--- src/rtl/spi_host_pkg.sv ---
package spi_host_pkg;
  localparam int WORD_W = 16;
  localparam int BYTE_W = 8;
  localparam int DIV_W  = 7;
  localparam int EDGES  = 2 * BYTE_W;
  localparam int EDGE_W = $clog2(EDGES);

  localparam int OFF_DATA = 0;
  localparam int OFF_CTRL = 2;
  localparam int OFF_STAT = 4;

  typedef struct packed {
    logic [DIV_W-1:0] div;
    logic             idle_hi;
    logic             late_sample;
    logic             done_ie;
    logic             rx_ie;
    logic [1:0]       rsv_b;
    logic             wide;
    logic             rsv_a;
    logic             en;
  } ctrl_t;

  // Even edge index is the leading edge of a bit.
  function automatic logic is_sample_edge(input logic [EDGE_W-1:0] idx, input logic late);
    return idx[0] == late;
  endfunction

  function automatic logic [BYTE_W-1:0] first_byte(input logic [WORD_W-1:0] w, input logic wide);
    return wide ? w[WORD_W-1:BYTE_W] : w[BYTE_W-1:0];
  endfunction

  function automatic logic [WORD_W-1:0] pack_rx(input logic [WORD_W-1:0] acc, input logic wide);
    return wide ? acc : {{(WORD_W-BYTE_W){1'b0}}, acc[BYTE_W-1:0]};
  endfunction

  function automatic logic irq_level(input ctrl_t c, input logic busy, input logic rbf);
    return c.en && ((!busy && c.done_ie) || (rbf && c.rx_ie));
  endfunction
endpackage

--- src/rtl/spi_host_regs.sv ---
module spi_host_regs
  import spi_host_pkg::*;
#(
  parameter int ADDR_W = 12
) (
  input  logic              clk,
  input  logic              rst_n,
  input  logic [ADDR_W-1:0] bus_addr,
  input  logic              bus_wr,
  input  logic              bus_rd,
  input  logic [WORD_W-1:0] bus_wdata,
  input  logic              busy,
  input  logic              done_evt,
  input  logic [WORD_W-1:0] cap_word,
  output ctrl_t             ctrl,
  output logic              rbf,
  output logic              data_wr,
  output logic              data_rd,
  output logic [WORD_W-1:0] bus_rdata
);
  logic hit_data, hit_ctrl, hit_stat;
  logic [WORD_W-1:0] data_q;
  ctrl_t ctrl_q;
  logic  rbf_q;

  assign hit_data = (bus_addr == ADDR_W'(OFF_DATA));
  assign hit_ctrl = (bus_addr == ADDR_W'(OFF_CTRL));
  assign hit_stat = (bus_addr == ADDR_W'(OFF_STAT));
  assign data_wr  = bus_wr && hit_data;
  assign data_rd  = bus_rd && hit_data;

  always_ff @(posedge clk) begin
    if (!rst_n) begin
      ctrl_q <= '0;
      data_q <= '0;
      rbf_q  <= 1'b0;
    end else begin
      if (bus_wr && hit_ctrl) ctrl_q <= ctrl_t'(bus_wdata);
      if (done_evt) begin
        data_q <= cap_word;
        rbf_q  <= 1'b1;
      end else if (data_rd) begin
        rbf_q  <= 1'b0;
      end
    end
  end

  always_comb begin
    bus_rdata = '0;
    if (bus_rd) begin
      if (hit_data)      bus_rdata = data_q;
      else if (hit_ctrl) bus_rdata = WORD_W'(ctrl_q);
      else if (hit_stat) bus_rdata = {{(WORD_W-2){1'b0}}, rbf_q, busy};
    end
  end

  assign ctrl = ctrl_q;
  assign rbf  = rbf_q;
endmodule

--- src/rtl/spi_host_engine.sv ---
module spi_host_engine
  import spi_host_pkg::*;
(
  input  logic              clk,
  input  logic              rst_n,
  input  ctrl_t             ctrl,
  input  logic              kick,
  input  logic [WORD_W-1:0] tx_word,
  input  logic              miso,
  output logic              busy,
  output logic              sclk_raw,
  output logic              mosi,
  output logic              start_evt,
  output logic              done_evt,
  output logic [WORD_W-1:0] cap_word
);
  logic              busy_q, sclk_q, mosi_q, second_q;
  logic [DIV_W-1:0]  cnt_q;
  logic [EDGE_W-1:0] edge_q;
  logic [BYTE_W-1:0] tx_sh_q, lo_q, fb;
  logic [WORD_W-1:0] acc_q, acc_nx;
  logic tick, sample_evt, shift_evt, last_edge;

  assign fb         = first_byte(tx_word, ctrl.wide);
  assign tick       = busy_q && (cnt_q == ctrl.div);
  assign sample_evt = tick && is_sample_edge(edge_q, ctrl.late_sample);
  assign shift_evt  = tick && !sample_evt;
  assign last_edge  = tick && (edge_q == EDGE_W'(EDGES - 1));
  assign done_evt   = last_edge && !second_q;
  assign start_evt  = kick && ctrl.en && !busy_q;
  assign acc_nx     = sample_evt ? {acc_q[WORD_W-2:0], miso} : acc_q;
  assign cap_word   = pack_rx(acc_nx, ctrl.wide);

  always_ff @(posedge clk) begin
    if (!rst_n) begin
      busy_q   <= 1'b0;
      sclk_q   <= 1'b0;
      mosi_q   <= 1'b0;
      second_q <= 1'b0;
      cnt_q    <= '0;
      edge_q   <= '0;
      tx_sh_q  <= '0;
      lo_q     <= '0;
      acc_q    <= '0;
    end else if (start_evt) begin
      busy_q   <= 1'b1;
      cnt_q    <= '0;
      edge_q   <= '0;
      sclk_q   <= ctrl.idle_hi;
      second_q <= ctrl.wide;
      lo_q     <= tx_word[BYTE_W-1:0];
      acc_q    <= '0;
      if (!ctrl.late_sample) begin
        mosi_q  <= fb[BYTE_W-1];
        tx_sh_q <= {fb[BYTE_W-2:0], 1'b0};
      end else begin
        tx_sh_q <= fb;
      end
    end else if (busy_q) begin
      acc_q <= acc_nx;
      if (tick) begin
        cnt_q  <= '0;
        sclk_q <= ~sclk_q;
        edge_q <= edge_q + 1'b1;
        if (shift_evt) begin
          mosi_q  <= tx_sh_q[BYTE_W-1];
          tx_sh_q <= {tx_sh_q[BYTE_W-2:0], 1'b0};
        end
        if (last_edge) begin
          edge_q <= '0;
          if (second_q) begin
            second_q <= 1'b0;
            if (!ctrl.late_sample) begin
              mosi_q  <= lo_q[BYTE_W-1];
              tx_sh_q <= {lo_q[BYTE_W-2:0], 1'b0};
            end else begin
              tx_sh_q <= lo_q;
            end
          end else begin
            busy_q <= 1'b0;
          end
        end
      end else begin
        cnt_q <= cnt_q + 1'b1;
      end
    end
  end

  assign busy     = busy_q;
  assign sclk_raw = sclk_q;
  assign mosi     = mosi_q;
endmodule

--- src/rtl/spi_host_irq.sv ---
module spi_host_irq
  import spi_host_pkg::*;
(
  input  ctrl_t ctrl,
  input  logic  busy,
  input  logic  rbf,
  output logic  irq
);
  assign irq = irq_level(ctrl, busy, rbf);
endmodule

--- src/rtl/spi_host.sv ---
module spi_host
  import spi_host_pkg::*;
#(
  parameter int ADDR_W = 12
) (
  input  logic              clk,
  input  logic              rst_n,
  input  logic [ADDR_W-1:0] bus_addr,
  input  logic              bus_wr,
  input  logic              bus_rd,
  input  logic [15:0]       bus_wdata,
  output logic [15:0]       bus_rdata,
  output logic              irq,
  output logic              sclk,
  output logic              mosi,
  input  logic              miso
);
  ctrl_t ctrl;
  logic busy, rbf, data_wr, data_rd, start_evt, done_evt, sclk_raw;
  logic ctrl_en, ctrl_idle_hi, ctrl_rx_ie;
  logic [WORD_W-1:0] cap_word;

  spi_host_regs #(.ADDR_W(ADDR_W)) u_regs (
    .clk(clk), .rst_n(rst_n), .bus_addr(bus_addr), .bus_wr(bus_wr),
    .bus_rd(bus_rd), .bus_wdata(bus_wdata), .busy(busy), .done_evt(done_evt),
    .cap_word(cap_word), .ctrl(ctrl), .rbf(rbf), .data_wr(data_wr),
    .data_rd(data_rd), .bus_rdata(bus_rdata)
  );

  spi_host_engine u_engine (
    .clk(clk), .rst_n(rst_n), .ctrl(ctrl), .kick(data_wr), .tx_word(bus_wdata),
    .miso(miso), .busy(busy), .sclk_raw(sclk_raw), .mosi(mosi),
    .start_evt(start_evt), .done_evt(done_evt), .cap_word(cap_word)
  );

  spi_host_irq u_irq (.ctrl(ctrl), .busy(busy), .rbf(rbf), .irq(irq));

  assign ctrl_en      = ctrl.en;
  assign ctrl_idle_hi = ctrl.idle_hi;
  assign ctrl_rx_ie   = ctrl.rx_ie;
  assign sclk         = busy ? sclk_raw : ctrl.idle_hi;
endmodule

--- config.mk ---
export PLATFORM = sky130hd
export DESIGN_NAME = spi_host
export DESIGN_NICKNAME = d
export VERILOG_FILES = /design/src/rtl/spi_host_pkg.sv /design/src/rtl/spi_host_regs.sv /design/src/rtl/spi_host_engine.sv /design/src/rtl/spi_host_irq.sv /design/src/rtl/spi_host.sv
export SDC_FILE = /design/constraint.sdc
export NUM_CORES = 1
export LEC_CHECK = 0
export BUFFER_PORTS_ARGS = -buffer_cell sky130_fd_sc_hd__clkbuf_2
export CAP_MARGIN = 20
export CORE_MARGIN = 5
export CORE_UTILIZATION = 40
export CTS_BUF_LIST = sky130_fd_sc_hd__clkbuf_4 sky130_fd_sc_hd__clkbuf_8
export CTS_CLUSTER_SIZE = 12
export DETAILED_ROUTE_END_ITERATION = 16
export SLEW_MARGIN = 20
export SYNTH_ARGS = -nofsm -noshare
export SYNTH_HDL_FRONTEND = slang
export SYNTH_SLANG_ARGS = --single-unit
--- constraint.sdc ---
create_clock -name clk -period 2 [get_ports clk]
set_clock_uncertainty 0.1 [all_clocks]
set_input_delay 0.2 -clock clk [delete_from_list [all_inputs] [get_ports clk]]
set_output_delay 0.2 -clock clk [all_outputs]
set_load 0.02 [all_outputs]
### Word-level counts from Yosys, hierarchy flattened

Cells that the tools add are included.

| word-level totals | value |
|---|---|
| bits in registers | 80 |
| input bits | 33 |
| word-level logic and storage cells | 97 |

| operators by class | value |
|---|---|
| $add $sub $neg | 2 |
| eq/ne operators | 6 |
| multiplexer cells | 40 |
| bitwise operators | 2 |
| reduce and logical (&&, ||, !) cells | 27 |

Operators with widths:

| cell | count |
|---|---|
| $mux W16 | 5 |
| $mux W8 | 9 |
| $mux W1 | 23 |
| $logic_and A1 B1 Y1 | 13 |
| $eq A12 B2 Y1 const B | 1 |
| $eq A12 B3 Y1 const B | 1 |
| $logic_not A12 Y1 | 1 |
| $reduce_bool A2 Y1 | 4 |
| $add A7 B1 Y7 const B | 1 |
| $eq A7 B7 Y1 | 1 |
| $mux W7 | 1 |
| $reduce_and A3 Y1 | 2 |
| $add A4 B1 Y4 const B | 1 |
| $eq A4 B4 Y1 const B | 1 |
| $mux W4 | 1 |
| $reduce_and A2 Y1 | 2 |
| $logic_not A1 Y1 | 3 |
| $mux W2 | 1 |
| $ne A2 B2 Y1 const B | 1 |
| $not A1 Y1 | 2 |
| $reduce_or A2 Y1 | 1 |
| $eq A1 B1 Y1 | 1 |
| $logic_or A1 B1 Y1 | 1 |

### Longest topological paths before layout

| logic depth | value |
|---|---|
| word-level depth | 12 |
| gate-level depth with buffers | 8 |

### By module

From an unflattened synthesis, not the netlist that was laid out.

| unflattened totals | value |
|---|---|
| cell total of the unflattened synthesis | 482 |
| area total of the unflattened synthesis | 4,340.4 sq um |

Modules (own cells, without submodules):

| module | instances | cells an instance | area an instance (sq um) | seq. area each (sq um) |
|---|---|---|---|---|
| spi_host_engine | 1 | 305 | 2,701.3 | 940.9 |
| spi_host_regs | 1 | 173 | 1,606.5 | 660.6 |
| spi_host_irq | 1 | 3 | 17.5 | 0.0 |
| spi_host | 1 | 1 | 15.0 | 0.0 |

### Worst setup path before layout

Ideal clock, no wire load.

| timing path | value |
|---|---|
| path kind | register -> register |
| from | register u_regs.ctrl_q (netlist bit u_regs.ctrl[10]) |
| to | register u_regs.data_q[14] |
| arrival time | 1,982 ps |
| data required time | 1,766 ps |
| slack | -215 ps |
| cell stages (with the launch flop) | 8 |
| path buffers | 2 |
| clock period less this slack | 2,215 ps |
| cells stage by stage | dfxtp_1 -> xor2_1 -> or4b_1 -> buf_6 -> nor3_4 -> buf_12 -> mux2i_1 -> o22ai_1 |

| between the ends | value |
|---|---|
| longest elaborated chain between the ends | 5 |
| elaborated cells between the ends (all ways) | 7 |
| those cells by class | eq/ne: 1; mux: 2; reduce/logical: 4 |

Ends and longest elaborated chain:

| what | RTL line | text |
|---|---|---|
| from (decl) | spi_host_regs.sv:23 | `ctrl_t ctrl_q;` |
| from (signal assigned) | spi_host_regs.sv:38 | `if (bus_wr && hit_ctrl) ctrl_q <= ctrl_t'(bus_wdata);` |
| $eq A7 B7 Y1 * | spi_host_engine.sv:25 | `assign tick = busy_q && (cnt_q == ctrl.div);` |
| $logic_and A1 B1 Y1 * | spi_host_engine.sv:25 |  |
| $logic_and A1 B1 Y1 | spi_host_engine.sv:26 | `assign sample_evt = tick && is_sample_edge(edge_q, ctrl.late_sample);` |
| $mux W16 | spi_host_engine.sv:31 | `assign acc_nx = sample_evt ? {acc_q[WORD_W-2:0], miso} : acc_q;` |
| $mux W16 | spi_host_pkg.sv:34 | `return wide ? acc : {{(WORD_W-BYTE_W){1'b0}}, acc[BYTE_W-1:0]};` |
| to (signal assigned) | spi_host_regs.sv:40 | `data_q <= cap_word;` |
| to (decl) | spi_host_regs.sv:22 | `logic [WORD_W-1:0] data_q;` |

Every way passes the cells marked *; elsewhere a longest branch is shown, timed or not.
A chain may end at the register's enable or synchronous reset.

### Worst setup path in the final report

| timing path | value |
|---|---|
| from | register u_regs.ctrl_q (netlist bit u_regs.ctrl[10]) |
| to | register u_regs.data_q[12] |

Same word-level chain as after synthesis.

==> run_results.csv <==
group,metric,value,unit
sta,setup_ws,-59.7,ps
clocking,cts_tree,"done",
detailed_routing,wl_met3,505,microns
synth,synth_top_area_share,40.8,%
synth,synth_area_leaders,"dfxtp_1 41%, mux2i_1 10%, nand2_1 7.3%, a21boi_0 5.7%, nor2_1 4.0%",
clocking,cts.sinks,80,
sta,setup_viol,23,
final_layout,fillers,931,
detailed_routing,vias,3559,
status,status,"finished with violations",
detailed_routing,drtIter0Drc,167,
worst_setup_path,worst-path-buf-inv,1,
synth,ys_types,48,
detailed_routing,wl_met2,5080,microns
sta,rsz0062_at_grt,"true",
worst_setup_path,crit_chain,"xor2_2 > or4b_4 > nor3_4 > buf_12 > mux2i_2 > o22ai_1",
sta,max_freq,0.486,GHz
worst_setup_path,cp_slowest_cell,"or4b_4",
worst_setup_path,crit_path_max_incr_delay,560,ps
detailed_routing,wl_per_cell,16.4,microns
place,place_worst_setup_slack,-88.3,ps
clocking,cts_buffers,9,
final_layout,nets,562,
final_layout,multi_input_area,2240,sq um
worst_setup_path,path_class,"flip-flop to flip-flop",
floorplanning,fp.dieArea,11900,sq um
worst_setup_path,ff2ff_setup_slack,-60,ps
synth,ys.flop_type,"dfxtp_1",
job,cap_violations,0,
synth,synthDominantAreaCellType,"dfxtp_1",
floorplanning,die_w,109,microns
detailed_routing,drt-total-wl,10900,microns
floorplanning,core_area,9680,sq um
synth,synthArstFlopShare,0,%
clocking,htree_num_levels,3,
global_routing,antenna_found_initial,0,
synth,syn_inst,453,
power_and_ir_drop,vdd_drop_max,0.337,mV
final_layout,diodes,0,
detailed_routing,drt-met1-wl,5090,microns
worst_setup_path,cp.required,2150,ps
global_routing,grt_overflow,0,
synth,syn_area,3930,sq um
min_path,hp-class,"input port to flip-flop",
final_layout,drive_above_1_share,27.3,%
synth,yosys_warnings,0,
place,portBuffers,51,
power_and_ir_drop,p_leak,1.79,nW
place,dp_hpwl,7820,microns
global_routing,grt_max_degree,26,
synth,postSynthAreaPerCell,8.66,sq um
synth,synth_nets,488,
global_routing,grt_pass1_vias,3575,
synth,synth-seq-cells,80,
final_layout,area_growth,25.4,%
final_layout,final_core_util,50.8,%
detailed_routing,drc,0,
clocking,ctsRootBufferMaster,"clkbuf_8",
synth,ys_seq_area_share,40.8,%
global_routing,grtUsageTotal,19.1,%
worst_setup_path,cp_top_family,"simple AND/OR/NAND/NOR gates",
clocking,path_clk_slew,90,ps
power_and_ir_drop,power_density,599,nW/um^2
detailed_routing,via_per_inst,5.35,
detailed_routing,ant_nets,0,
sta,maxSlewViolCount,0,
detailed_routing,top_layer,"met4",
synth,synth-edff-count,0,
status,violations,"negative setup slack",
floorplanning,dieHeight,109,microns
worst_setup_path,worstPathArrival,2210,ps
sta,worst-slew-pin-transition,573,ps
place,gp_congestion,0.859,
sta,period_minus_slack,2060,ps
sta,relSlewSlack,61.8,%
worst_setup_path,worstSetupStartpointType,"flip-flop",
global_routing,grt_pass1_wl,17900,microns
clocking,clk_latency,350,ps
detailed_routing,firstDrtPassIters,4,
floorplanning,fp-row-count,36,
final_layout,register_area,1600,sq um
floorplanning,start_util,40.5,%
worst_setup_path,cp-end-kind,"flip-flop",
clocking,clockBufferDepth,2,
sta,period_share,103,%
worst_setup_path,worstPathMaxFanout,16,
sta,hold_violations,0,
floorplanning,boundaryPins,52,
worst reg2reg max path, stage by stage, from the launching register on:
cell	delay, ps
dfxtp_2	340
xor2_2	180
or4b_4	560
nor3_4	180
buf_12	220
mux2i_2	290
o22ai_1	100
flip-flops by register name (all words and copies together) (netlist names), 4 cells and up:
| signal | cells |
|---|---|
| u_engine.acc_q | 16 |
| u_regs.ctrl | 16 |
| u_regs.data_q | 16 |
| u_engine.lo_q | 8 |
| u_engine.tx_sh_q | 8 |
| u_engine.cnt_q | 7 |
| u_engine.edge_q | 4 |
final timing paths:
kind | start | to | depth (start not counted)
worst max-delay path | u_regs.ctrl[10] | u_regs.data_q[12] | 6
worst min register to register | u_regs.ctrl[3] | u_regs.ctrl[3] | 2
worst min-delay path | bus_wdata[7] | u_engine.lo_q[7] | 3
worst max register to register | u_regs.ctrl[10] | u_regs.data_q[12] | 6
synth_stat cells, drive strengths merged, types with 6 or more instances:
library cell and n:
nor2 43, xnor2 10, a22o 14, o22ai 10, clkbuf 22, a21oi 17
nand3 9, o21ai 21, mux2 10, and3 6, a21boi 30, mux2i 40
buf 11, dfxtp 80, nor3 6, nand2 76
cells by family after synthesis:
family	share of synthesized area [%]
XOR/XNOR	3.35
adder cells (fa/ha/maj)	0.637
AO/OA/AOI/OAI	19.2
multiplexers	13.1
AND/OR/NAND/NOR	18.6
buffers and inverters	4.37
flip-flops	40.8
routing by layer:
layer | vias up | GRT usage, %
li1 | 1744 | -
met1 | 1702 | 25.9
met2 | 99 | 31.0
met3 | 14 | 2.96
met4 | 0 | 6.58
met5 | - | 0
through the flow:
stage	std cells	hold WS (ps)	power, mW	TNS [ps]	cell area (sq um)
global route	665	18.9	3.05	-3420	4920
finish	665	12.5	2.95	-693	4920
floorplan	453	240	1.68	-4010	3930
CTS	664	3.79	2.96	-282	4860
detailed placement	645	361	1.75	-1250	4590
global placement	645	361	1.75	-808	4590
layout make-up:
type | count | area share [%]
clock buffer | 9 | 2.52
timing repair buffer | 96 | 14.2
tap | 133 | 3.38
inverter | 3 | 0.280
sequential | 80 | 32.6
multi-input combinational | 337 | 45.5
clock inverter | 7 | 1.58
report_power, final:
group	total (mW)	switching, mW	internal, mW	leakage (nW)
registers	1.59	0.0000386	1.59	0.645
clock network	1.23	0.646	0.588	0.100
logic	0.123	0.0676	0.0550	1.04
repair_timing:
action                                  in CTS  in global routing
resized for setup                           12                 12
hold endpoints to repair                     3                  0
endpoints found under the setup margin      33                 42
pin swaps                                    1                  4
setup buffers                                0                  1
hold buffers                                 3                  0
layout by cell type, fill, tap and decap left out, types with 6 or more instances in the layout:
| master | netlist | layout |
|---|---|---|
| o21ai_0 | 21 | 19 |
| dfxtp_1 | 80 | 78 |
| buf_4 | 0 | 32 |
| o22ai_1 | 10 | 10 |
| a22o_1 | 13 | 13 |
| xnor2_1 | 10 | 9 |
| buf_12 | 1 | 7 |
| clkbuf_2 | 0 | 51 |
| a21oi_1 | 17 | 17 |
| clkbuf_8 | 0 | 9 |
| mux2_2 | 10 | 10 |
| nor2_1 | 42 | 42 |
| mux2i_1 | 40 | 30 |
| nand3_1 | 9 | 8 |
| nand2_1 | 76 | 76 |
| and3_1 | 6 | 6 |
| a21boi_0 | 30 | 30 |
| mux2i_2 | 0 | 10 |
Note: power is estimated with default switching activity, not from simulation.
